`config.mk`:
```
export PLATFORM = sky130hd
export DESIGN_NAME = ldst_unit
export DESIGN_NICKNAME = d
export VERILOG_FILES = /design/src/rtl/ldst_pkg.sv /design/src/rtl/ldst_agen.sv /design/src/rtl/ldst_ctrl.sv /design/src/rtl/ldst_bytes.sv /design/src/rtl/ldst_unit.sv
export SDC_FILE = /design/constraint.sdc
export NUM_CORES = 1
export LEC_CHECK = 0
export BUFFER_PORTS_ARGS = -buffer_cell sky130_fd_sc_hd__buf_2
export CORE_MARGIN = 4
export CORE_UTILIZATION = 40
export CTS_BUF_LIST = sky130_fd_sc_hd__clkbuf_16
export DETAILED_ROUTE_END_ITERATION = 12
export PLACE_DENSITY_LB_ADDON = 0.25
export SETUP_SLACK_MARGIN = 0.3
export SLEW_MARGIN = 30
export SYNTH_ARGS = -nofsm -noshare
export SYNTH_HDL_FRONTEND = slang
export SYNTH_SLANG_ARGS = --single-unit
```
`constraint.sdc`:
```
create_clock -name clk_i -period 7 [get_ports clk_i]
set_input_delay 0 -clock clk_i [delete_from_list [all_inputs] [get_ports clk_i]]
set_output_delay 0 -clock clk_i [all_outputs]
set_load 0.01 [all_outputs]
```
`src/rtl/ldst_pkg.sv`:
```
package ldst_pkg;
  localparam logic [1:0] AM_FIXED = 2'b00;
  localparam logic [1:0] AM_REG   = 2'b01;
  localparam logic [1:0] AM_EXT   = 2'b10;

  typedef enum logic [1:0] {
    ST_IDLE = 2'd0,
    ST_LO   = 2'd1,
    ST_HI   = 2'd2,
    ST_DONE = 2'd3
  } lsu_state_e;
endpackage

```
`src/rtl/ldst_agen.sv`:
```
module ldst_agen
  import ldst_pkg::*;
#(
  parameter int AW    = 16,
  parameter int IMM_W = 8,
  parameter int OFF_W = 6
) (
  input  logic [1:0]       mode_i,
  input  logic [IMM_W-1:0] slot_i,
  input  logic [OFF_W-1:0] off_i,
  input  logic             size_word_i,
  input  logic             stack_i,
  input  logic             store_i,
  input  logic [AW-1:0]    base_i,
  input  logic [AW-1:0]    ind_i,
  output logic             word_o,
  output logic [AW-1:0]    addr_o,
  output logic             base_upd_o,
  output logic [AW-1:0]    base_next_o
);
  localparam int EXT_W = AW - OFF_W;

  logic          ext;
  logic [AW-1:0] sz, off_x, slot_x, base_dec, base_inc, ea_base;

  assign ext      = (mode_i != AM_FIXED) && (mode_i != AM_REG);
  assign word_o   = !ext || size_word_i;
  assign sz       = word_o ? AW'(2) : AW'(1);
  assign base_dec = base_i - sz;
  assign base_inc = base_i + sz;
  assign off_x    = {{EXT_W{off_i[OFF_W-1]}}, off_i};
  assign slot_x   = AW'(slot_i) << 1;
  // stack load addresses from the already-decremented base
  assign ea_base  = (stack_i && !store_i) ? base_dec : base_i;

  always_comb begin
    unique case (mode_i)
      AM_FIXED: addr_o = slot_x;
      AM_REG:   addr_o = ind_i;
      default:  addr_o = ea_base + off_x;
    endcase
  end

  assign base_upd_o  = ext && stack_i;
  assign base_next_o = store_i ? base_inc : base_dec;
endmodule

```
`src/rtl/ldst_ctrl.sv`:
```
module ldst_ctrl
  import ldst_pkg::*;
(
  input  logic clk_i,
  input  logic rst_ni,
  input  logic start_i,
  input  logic word_i,
  output logic cap_o,
  output logic lo_o,
  output logic hi_o,
  output logic done_o
);
  lsu_state_e state_q, state_d;

  assign cap_o = start_i && (state_q == ST_IDLE || state_q == ST_DONE);

  always_comb begin
    state_d = state_q;
    unique case (state_q)
      ST_IDLE: if (start_i) state_d = ST_LO;
      ST_LO:   state_d = word_i ? ST_HI : ST_DONE;
      ST_HI:   state_d = ST_DONE;
      ST_DONE: state_d = start_i ? ST_LO : ST_IDLE;
      default: state_d = ST_IDLE;
    endcase
  end

  always_ff @(posedge clk_i or negedge rst_ni) begin
    if (!rst_ni) state_q <= ST_IDLE;
    else         state_q <= state_d;
  end

  assign lo_o   = (state_q == ST_LO);
  assign hi_o   = (state_q == ST_HI);
  assign done_o = (state_q == ST_DONE);

  a_r8_done_single: assert property (@(posedge clk_i) disable iff (!rst_ni)
    done_o |=> !done_o);
  a_r6_hi_after_lo: assert property (@(posedge clk_i) disable iff (!rst_ni)
    hi_o |-> $past(lo_o));
  a_r8_done_after_xfer: assert property (@(posedge clk_i) disable iff (!rst_ni)
    done_o |-> ($past(lo_o) || $past(hi_o)));
endmodule

```
`src/rtl/ldst_bytes.sv`:
```
module ldst_bytes #(
  parameter int DW = 16,
  parameter int BW = DW / 2
) (
  input  logic          clk_i,
  input  logic          rst_ni,
  input  logic          clr_i,
  input  logic          lo_rd_i,
  input  logic          hi_rd_i,
  input  logic          hi_i,
  input  logic [BW-1:0] rdata_i,
  input  logic [DW-1:0] sdata_i,
  output logic [BW-1:0] wdata_o,
  output logic [DW-1:0] ld_data_o
);
  logic [DW-1:0] ld_q;

  always_ff @(posedge clk_i or negedge rst_ni) begin
    if (!rst_ni) begin
      ld_q <= '0;
    end else if (clr_i) begin
      ld_q <= '0;
    end else begin
      if (lo_rd_i) ld_q[BW-1:0]    <= rdata_i;
      if (hi_rd_i) ld_q[DW-1:BW]   <= rdata_i;
    end
  end

  assign wdata_o   = hi_i ? sdata_i[DW-1:BW] : sdata_i[BW-1:0];
  assign ld_data_o = ld_q;

  a_r6_lo_lane_hold: assert property (@(posedge clk_i) disable iff (!rst_ni)
    (hi_rd_i && !clr_i) |=> ld_data_o[BW-1:0] == $past(ld_data_o[BW-1:0]));
endmodule

```
`src/rtl/ldst_unit.sv`:
```
module ldst_unit
  import ldst_pkg::*;
#(
  parameter int DW    = 16,
  parameter int AW    = 16,
  parameter int IMM_W = 8,
  parameter int OFF_W = 6,
  parameter int BW    = DW / 2
) (
  input  logic             clk_i,
  input  logic             rst_ni,
  input  logic             start_i,
  input  logic             store_i,
  input  logic [1:0]       mode_i,
  input  logic [IMM_W-1:0] slot_i,
  input  logic [OFF_W-1:0] off_i,
  input  logic             size_word_i,
  input  logic             stack_i,
  input  logic [DW-1:0]    sdata_i,
  input  logic [AW-1:0]    ind_i,
  input  logic [AW-1:0]    base_i,
  output logic             base_we_o,
  output logic [AW-1:0]    base_wdata_o,
  output logic [AW-1:0]    mem_addr_o,
  output logic             mem_re_o,
  output logic             mem_we_o,
  output logic [BW-1:0]    mem_wdata_o,
  input  logic [BW-1:0]    mem_rdata_i,
  output logic             ld_we_o,
  output logic [DW-1:0]    ld_data_o,
  output logic             done_o
);
  logic             cap, lo, hi, done, xfer;
  logic             store_q, size_q, stack_q;
  logic [1:0]       mode_q;
  logic [IMM_W-1:0] slot_q;
  logic [OFF_W-1:0] off_q;
  logic [DW-1:0]    sdata_q;
  logic [AW-1:0]    ind_q, base_q;
  logic             word, base_upd;
  logic [AW-1:0]    ea, base_next;

  // command is latched so callers may change fields while busy
  always_ff @(posedge clk_i or negedge rst_ni) begin
    if (!rst_ni) begin
      store_q <= 1'b0;
      mode_q  <= AM_FIXED;
      slot_q  <= '0;
      off_q   <= '0;
      size_q  <= 1'b0;
      stack_q <= 1'b0;
      sdata_q <= '0;
      ind_q   <= '0;
      base_q  <= '0;
    end else if (cap) begin
      store_q <= store_i;
      mode_q  <= mode_i;
      slot_q  <= slot_i;
      off_q   <= off_i;
      size_q  <= size_word_i;
      stack_q <= stack_i;
      sdata_q <= sdata_i;
      ind_q   <= ind_i;
      base_q  <= base_i;
    end
  end

  ldst_agen #(.AW(AW), .IMM_W(IMM_W), .OFF_W(OFF_W)) agen_i (
    .mode_i     (mode_q),
    .slot_i     (slot_q),
    .off_i      (off_q),
    .size_word_i(size_q),
    .stack_i    (stack_q),
    .store_i    (store_q),
    .base_i     (base_q),
    .ind_i      (ind_q),
    .word_o     (word),
    .addr_o     (ea),
    .base_upd_o (base_upd),
    .base_next_o(base_next)
  );

  ldst_ctrl ctrl_i (
    .clk_i  (clk_i),
    .rst_ni (rst_ni),
    .start_i(start_i),
    .word_i (word),
    .cap_o  (cap),
    .lo_o   (lo),
    .hi_o   (hi),
    .done_o (done)
  );

  ldst_bytes #(.DW(DW), .BW(BW)) bytes_i (
    .clk_i    (clk_i),
    .rst_ni   (rst_ni),
    .clr_i    (cap),
    .lo_rd_i  (lo && !store_q),
    .hi_rd_i  (hi && !store_q),
    .hi_i     (hi),
    .rdata_i  (mem_rdata_i),
    .sdata_i  (sdata_q),
    .wdata_o  (mem_wdata_o),
    .ld_data_o(ld_data_o)
  );

  assign xfer         = lo || hi;
  assign mem_addr_o   = hi ? ea + AW'(1) : ea;
  assign mem_re_o     = xfer && !store_q;
  assign mem_we_o     = xfer && store_q;
  assign base_we_o    = base_upd && (store_q ? done : lo);
  assign base_wdata_o = base_next;
  assign ld_we_o      = done && !store_q;
  assign done_o       = done;

  a_r6_hi_addr_next: assert property (@(posedge clk_i) disable iff (!rst_ni)
    hi |-> mem_addr_o == $past(mem_addr_o) + AW'(1));
  a_r7_byte_zext: assert property (@(posedge clk_i) disable iff (!rst_ni)
    (ld_we_o && !$past(hi)) |-> ld_data_o[DW-1:BW] == '0);
  a_r4_load_base_early: assert property (@(posedge clk_i) disable iff (!rst_ni)
    (base_we_o && mem_re_o) |-> !$past(mem_re_o));
  a_r5_store_base_late: assert property (@(posedge clk_i) disable iff (!rst_ni)
    (base_we_o && !mem_re_o) |-> done_o);
  a_r10_ld_we_in_done: assert property (@(posedge clk_i) disable iff (!rst_ni)
    ld_we_o |-> done_o);
  a_r10_no_rw_overlap: assert property (@(posedge clk_i) disable iff (!rst_ni)
    !(mem_re_o && mem_we_o));
endmodule

```
**Word-level counts from Yosys, hierarchy flattened**

Cells that the tools add are included.

- Register bits after elaboration: 85
- Bits of input ports: 78
- Output and inout bits: 61
- Logic and storage cells: 56

- Add/sub/neg operators: 4
- Equal/unequal tests: 6
- Mux-type cells: 14
- Reduce and logical (&&, ||, !) cells: 20

Operators by type and width:

| cell | number |
|---|---|
| $mux 16 | 4 |
| $add 16x16->16 | 2 |
| $pmux 16 s2 | 1 |
| $mux 8 | 3 |
| $add 16x1->16 const B | 1 |
| $sub 16x16->16 | 1 |
| $logic_and 1x1->1 | 10 |
| $pmux 2 s4 | 1 |
| $reduce_bool 2->1 | 3 |
| $eq 2x1->1 const B | 2 |
| $eq 2x2->1 const B | 2 |
| $logic_not 2->1 | 2 |
| $mux 2 | 2 |
| $logic_or 1x1->1 | 3 |
| $mux 1 | 3 |
| $logic_not 1->1 | 2 |
| $ne 2x1->1 const B | 1 |
| $ne 2x2->1 const B | 1 |

**Depth between registers and ports, before layout**

- Depth after elaboration: 11
- Depth in mapped cells: 25
- Mapped depth without buffers: 22

**By module**

A second synthesis with hierarchy kept.

- Cell total of the unflattened synthesis: 523
- Area total of the unflattened synthesis: 5,521.5 um^2

Modules (own cells, without submodules):

| module | instances | cells each | area an instance (um^2) | seq. area each (um^2) |
|---|---|---|---|---|
| ldst_unit | 1 | 192 | 2,819.0 | 1,676.6 |
| ldst_agen | 1 | 251 | 1,732.9 | 0.0 |
| ldst_bytes | 1 | 61 | 790.8 | 400.4 |
| ldst_ctrl | 1 | 19 | 178.9 | 50.0 |

**Worst setup path before layout**

No wires, ideal clock.

- Kind: register -> output
- From: register mode_q[1]
- To: output port mem_addr_o[15]
- Arrival time: 4.953 ns
- Required time: 7.000 ns
- Slack: 2.047 ns
- Stages on the path, launching flop included: 25
- Buffers on the path: 3
- Cells stage by stage: dfrtp_1 buf_6 inv_2 clkbuf_1 nor2_1 inv_1 ha_1 inv_1 ha_1 inv_1 nand4_4 or3_4 or3_4 or3_1 buf_6 nor4_4 xor2_1 ha_1 and3_1 a221o_1 a31oi_1 o21ai_0 xnor2_1 a22oi_1 xor2_1

- Longest elaborated chain between the ends: 11
- Elaborated cells between the ends (all ways): 14
- Those cells by class: add/sub (3); eq/ne (2); mux (4); reduce/logical (5)

Ends and longest elaborated chain:

| item | RTL line | RTL |
|---|---|---|
| start: declaration | ldst_unit.sv:35 | `logic [1:0] mode_q;` |
| start signal: assignment | ldst_unit.sv:57 | `mode_q <= mode_i;` |
| $ne 2x1->1 / $reduce_bool 2->1 (equally long branches) | ldst_agen.sv:26 | `assign ext = (mode_i != AM_FIXED) && (mode_i != AM_REG);` |
| $logic_and 1x1->1 | ldst_agen.sv:26 |  |
| $logic_not 1->1 | ldst_agen.sv:27 | `assign word_o = !ext \|\| size_word_i;` |
| $logic_or 1x1->1 | ldst_agen.sv:27 |  |
| $mux 2 | ldst_agen.sv:28 | `assign sz = word_o ? AW'(2) : AW'(1);` |
| $sub 16x16->16 | ldst_agen.sv:29 | `assign base_dec = base_i - sz;` |
| $mux 16 | ldst_agen.sv:34 | `assign ea_base = (stack_i && !store_i) ? base_dec : base_i;` |
| $add 16x16->16 | ldst_agen.sv:40 | `default: addr_o = ea_base + off_x;` |
| $pmux 16 s2 * | ldst_agen.sv:37 | `unique case (mode_i)` |
| $add 16x1->16 | ldst_unit.sv:108 | `assign mem_addr_o = hi ? ea + AW'(1) : ea;` |
| $mux 16 * | ldst_unit.sv:108 |  |
| end: declaration | ldst_unit.sv:24 | `output logic [AW-1:0] mem_addr_o,` |

Mark *: on every way between the ends. The rest lies on a longest branch, timed or not.

**Worst setup path in the final report**

- From: register mode_q[1]
- To: output port mem_addr_o[13]

Same word-level chain as after synthesis.

==> summary.txt <==
Final layout
  • Multi-input logic area: 3280 um^2
  • Share of layout cells above drive strength 1: 0.313
  • Final core utilization: 0.539
  • Post-layout nets: 868
  • Reg area: 2130 um^2
  • ANT cells: 0
  • Area Growth Syn to Fin: 32.6%
  • Filler cell count: 1,246

Worst hold path
  • Hold Path Class: primary input to async pin

Pwr
  • Seq pwr share: 0.245
  • Pwr Density: 539 nW/um^2
  • Max VDD drop: approximately 300 uV
  • Sw power: approximately 1.9 mW
  • Internal Power: 2.15 mW
  • Final Power: 4.02 mW
  • Clock Power Share: 0.112
  • Switching part of the total power: 0.465
  • Combinational power share: 0.643
  • Static Leakage: 3.36 nW

Global routing
  • Grt ovf: 0
  • First-pass GRT wire length: 24,400 um
  • Tot GR Track Use: 0.186
  • Largest net degree at the start of global routing: 86
  • Initial antenna violation count: 0
  • Vias in the first global route: 5,047

Timing
  • Worst slew margin: 0.389
  • Worst slew pin tran: 917 ps
  • Tcrit/Tclk final: 0.813
  • Setup-failing EPs final: 0
  • Fmax: 176 MHz
  • TNS Setup: 0 ps
  • Hold Fails Final Rpt: 0
  • Tmin final: 5690 ps
  • Clock Skew: between 3 and 4 ps
  • Unrepaired setup endpoints after global routing: false
  • Max-slew violations: 0

Routing
  • Wire per inst: 15.3 um
  • Vias: 4,923
  • Iteration-0 DRC Markers: 226
  • # DRC: 0
  • Post-route met1 wirelength: approximately 6400 um
  • Metal2 WL: around 7000 um
  • Vias per Instance: 5.19
  • Met3 WL: 851 um
  • Number of routed nets with antenna violations: 0
  • Uppermost layer routed: met4
  • Final WL: 14,500 um
  • First-pass iteration count of the detailed router: 4

Synthesis
  • EDFF count, synth: 0
  • Post-Syn Area: 5630 um^2
  • Cell variety after synth: 60
  • Post-synth top flop: dfrtp_1
  • Ys Warns: 0
  • Fraction of registers with async set/reset: 1.00
  • Syn nets: 675
  • Register area share after synthesis: 0.378
  • Syn avg cell area: 9.85 um^2
  • Synthesized flop and latch total: 85
  • Syn Inst Count: 571

CTS
  • H-tree Lvls: 3
  • CTS Buf Count: 9
  • Longest Clk Path Bufs: 2
  • CTS sink count: 85
  • CTS root buffer: clkbuf_16
  • Setup Buffers After CTS: 0
  • CTS tree: done
  • Clock Latency Late Sink: 340 ps
  • Reg clk slew, reported paths: 60 ps

Place
  • Final HPWL DP: 10,300 um
  • Buffers on Ports: ~140
  • Placer Congestion: 0.833

Floorplanning
  • Die H: 127 um
  • Die width: approximately 130 um
  • Core Area: 13,800 um^2
  • Boundary pin count: 139
  • Die area: approximately 16,000 um^2
  • FP Rows: 43
  • Starting Density: 0.407

Worst setup path
  • CP startpoint kind: flop
  • CP Capture Type: output pin
  • Crit Path Category: flop to output pin
  • Reg2Reg Depth: 5
  • Worst path arrival time: 5690 ps
  • Largest fanout on the critical path: 16
  • Worst Path Required: 7000 ps

Job
  • Max cap viols: 0

Status
  • Run status: finished, final reports clean
-- final timing paths --
check                           slack [ps]              to         startpoint
worst max-delay path                  1310  mem_addr_o[13]          mode_q[1]
worst min-delay path                   280       ind_q[15]             rst_ni
worst max register to register        4390       ind_q[15]  ctrl_i.state_q[0]
worst min register to register         500     sdata_q[14]        sdata_q[14]
max in group asynchronous             6180       base_q[0]             rst_ni
min in group clk_i                     400       base_q[2]          base_i[2]
-- critical path, stage by stage, from the launching register on --
cell	delay (ps)
dfrtp_1	360
inv_2	130
nor2_1	310
inv_1	150
ha_1	370
inv_1	60
ha_1	190
inv_1	100
nand4_4	110
or3_4	360
or3_4	340
or3_1	450
nor2_1	170
xor2_1	100
ha_1	390
nor2b_1	240
a221oi_1	110
nand2_1	80
a211oi_1	60
o41ai_1	690
and4bb_1	310
xnor2_1	110
buf_2	150
-- state kept, by name (all words and copies together), names as in the netlist --
| register | cells |
|---|---|
| bytes_i.ld_data_o | 16 |
| ctrl_i.state_q | 2 |
| store_q | 1 |
| slot_q | 8 |
| size_q | 1 |
| mode_q | 2 |
| stack_q | 1 |
| sdata_q | 16 |
| base_q | 16 |
| ind_q | 16 |
| off_q | 6 |
-- final cells by class --
| type | instances | area share |
|---|---|---|
| clock buffers | 9 | 0.0302 |
| well taps | 180 | 0.0302 |
| clock inverters | 6 | 0.00637 |
| repair buffers | 217 | 0.199 |
| flip-flops and latches | 85 | 0.285 |
| inverters | 19 | 0.00956 |
| multi-input cells | 432 | 0.440 |
-- metal layers --
| metal | track usage | up-vias |
|---|---|---|
| li1 | - | 2421 |
| met1 | 0.235 | 2341 |
| met2 | 0.315 | 144 |
| met3 | 0.0438 | 17 |
| met4 | 0.0612 | 0 |
| met5 | 0 | - |
-- timing repair --
| action | CTS | global route |
|---|---|---|
| setup endpoints to repair | 0 | 0 |
| endpoints found under the hold margin | 169 | 0 |
| hold buffers | 77 | 0 |
| resized for setup | 0 | 0 |
-- through the flow --
stage               instances  instance area [um^2]  hold slack [ps]  worst slack (ps)
floorplan                 571                  5630             -296              2050
global placement          856                  6410              209              1990
detailed placement        856                  6420              121              1740
CTS                       948                  7460              321              1330
global route              948                  7460              374               948
finish                    948                  7460              281              1310
-- cell usage after synthesis, drive strengths merged (3+ instances only) --
cell | instances | area (um^2)
a211oi | 6 | 45.0
a21oi | 36 | 180
a22oi | 3 | 22.5
a31oi | 6 | 37.5
and2 | 4 | 25.0
and3 | 6 | 37.5
buf | 10 | 60.1
clkbuf | 25 | 95.1
dfrtp | 85 | 2130
ha | 24 | 300
inv | 19 | 71.3
mux2 | 75 | 845
mux2i | 9 | 90.1
nand2 | 66 | 248
nand2b | 7 | 43.8
nand3 | 12 | 60.1
nand4 | 5 | 46.3
nor2 | 22 | 82.6
nor2b | 9 | 56.3
nor3 | 12 | 65.1
nor3b | 3 | 22.5
nor4 | 6 | 67.6
o211ai | 5 | 37.5
o21ai | 15 | 75.1
o22ai | 6 | 37.5
o41ai | 3 | 26.3
or3 | 11 | 78.8
or4 | 3 | 22.5
xnor2 | 22 | 193
xor2 | 30 | 263
-- layout by cell type, fill, tap and decap left out, drive strengths merged, types with 11 or more instances in the layout --
cell type,synthesis,final
nor2,22,22
inv,19,21
nor3,12,12
mux2,75,75
buf,10,140
or3,11,11
dfrtp,85,85
xor2,30,30
xnor2,22,22
a21oi,36,36
dlygate4sd3,0,77
ha,24,24
nand3,12,12
nand2,66,66
o21ai,15,15
-- cells by family after synthesis --
kind of cell,after synthesis,synth area share
AO/OA/AOI/OAI,96,0.107
adder cells (fa/ha/maj),26,0.0605
XOR/XNOR,52,0.0809
multiplexers,84,0.166
buffers and inverters,54,0.0402
flip-flops,85,0.378
AND/OR/NAND/NOR,174,0.167
-- power by group through the flow --
stage	clock [mW]	combinational, mW	sequential, mW
finish	0.450	2.58	0.984
global route	0.488	2.86	1.03
CTS	0.468	2.60	0.985
detailed placement	0	2.55	0.996
global placement	0	2.49	0.978
floorplan	0	1.96	0.867
Note: power is estimated with default switching activity, not from simulation.
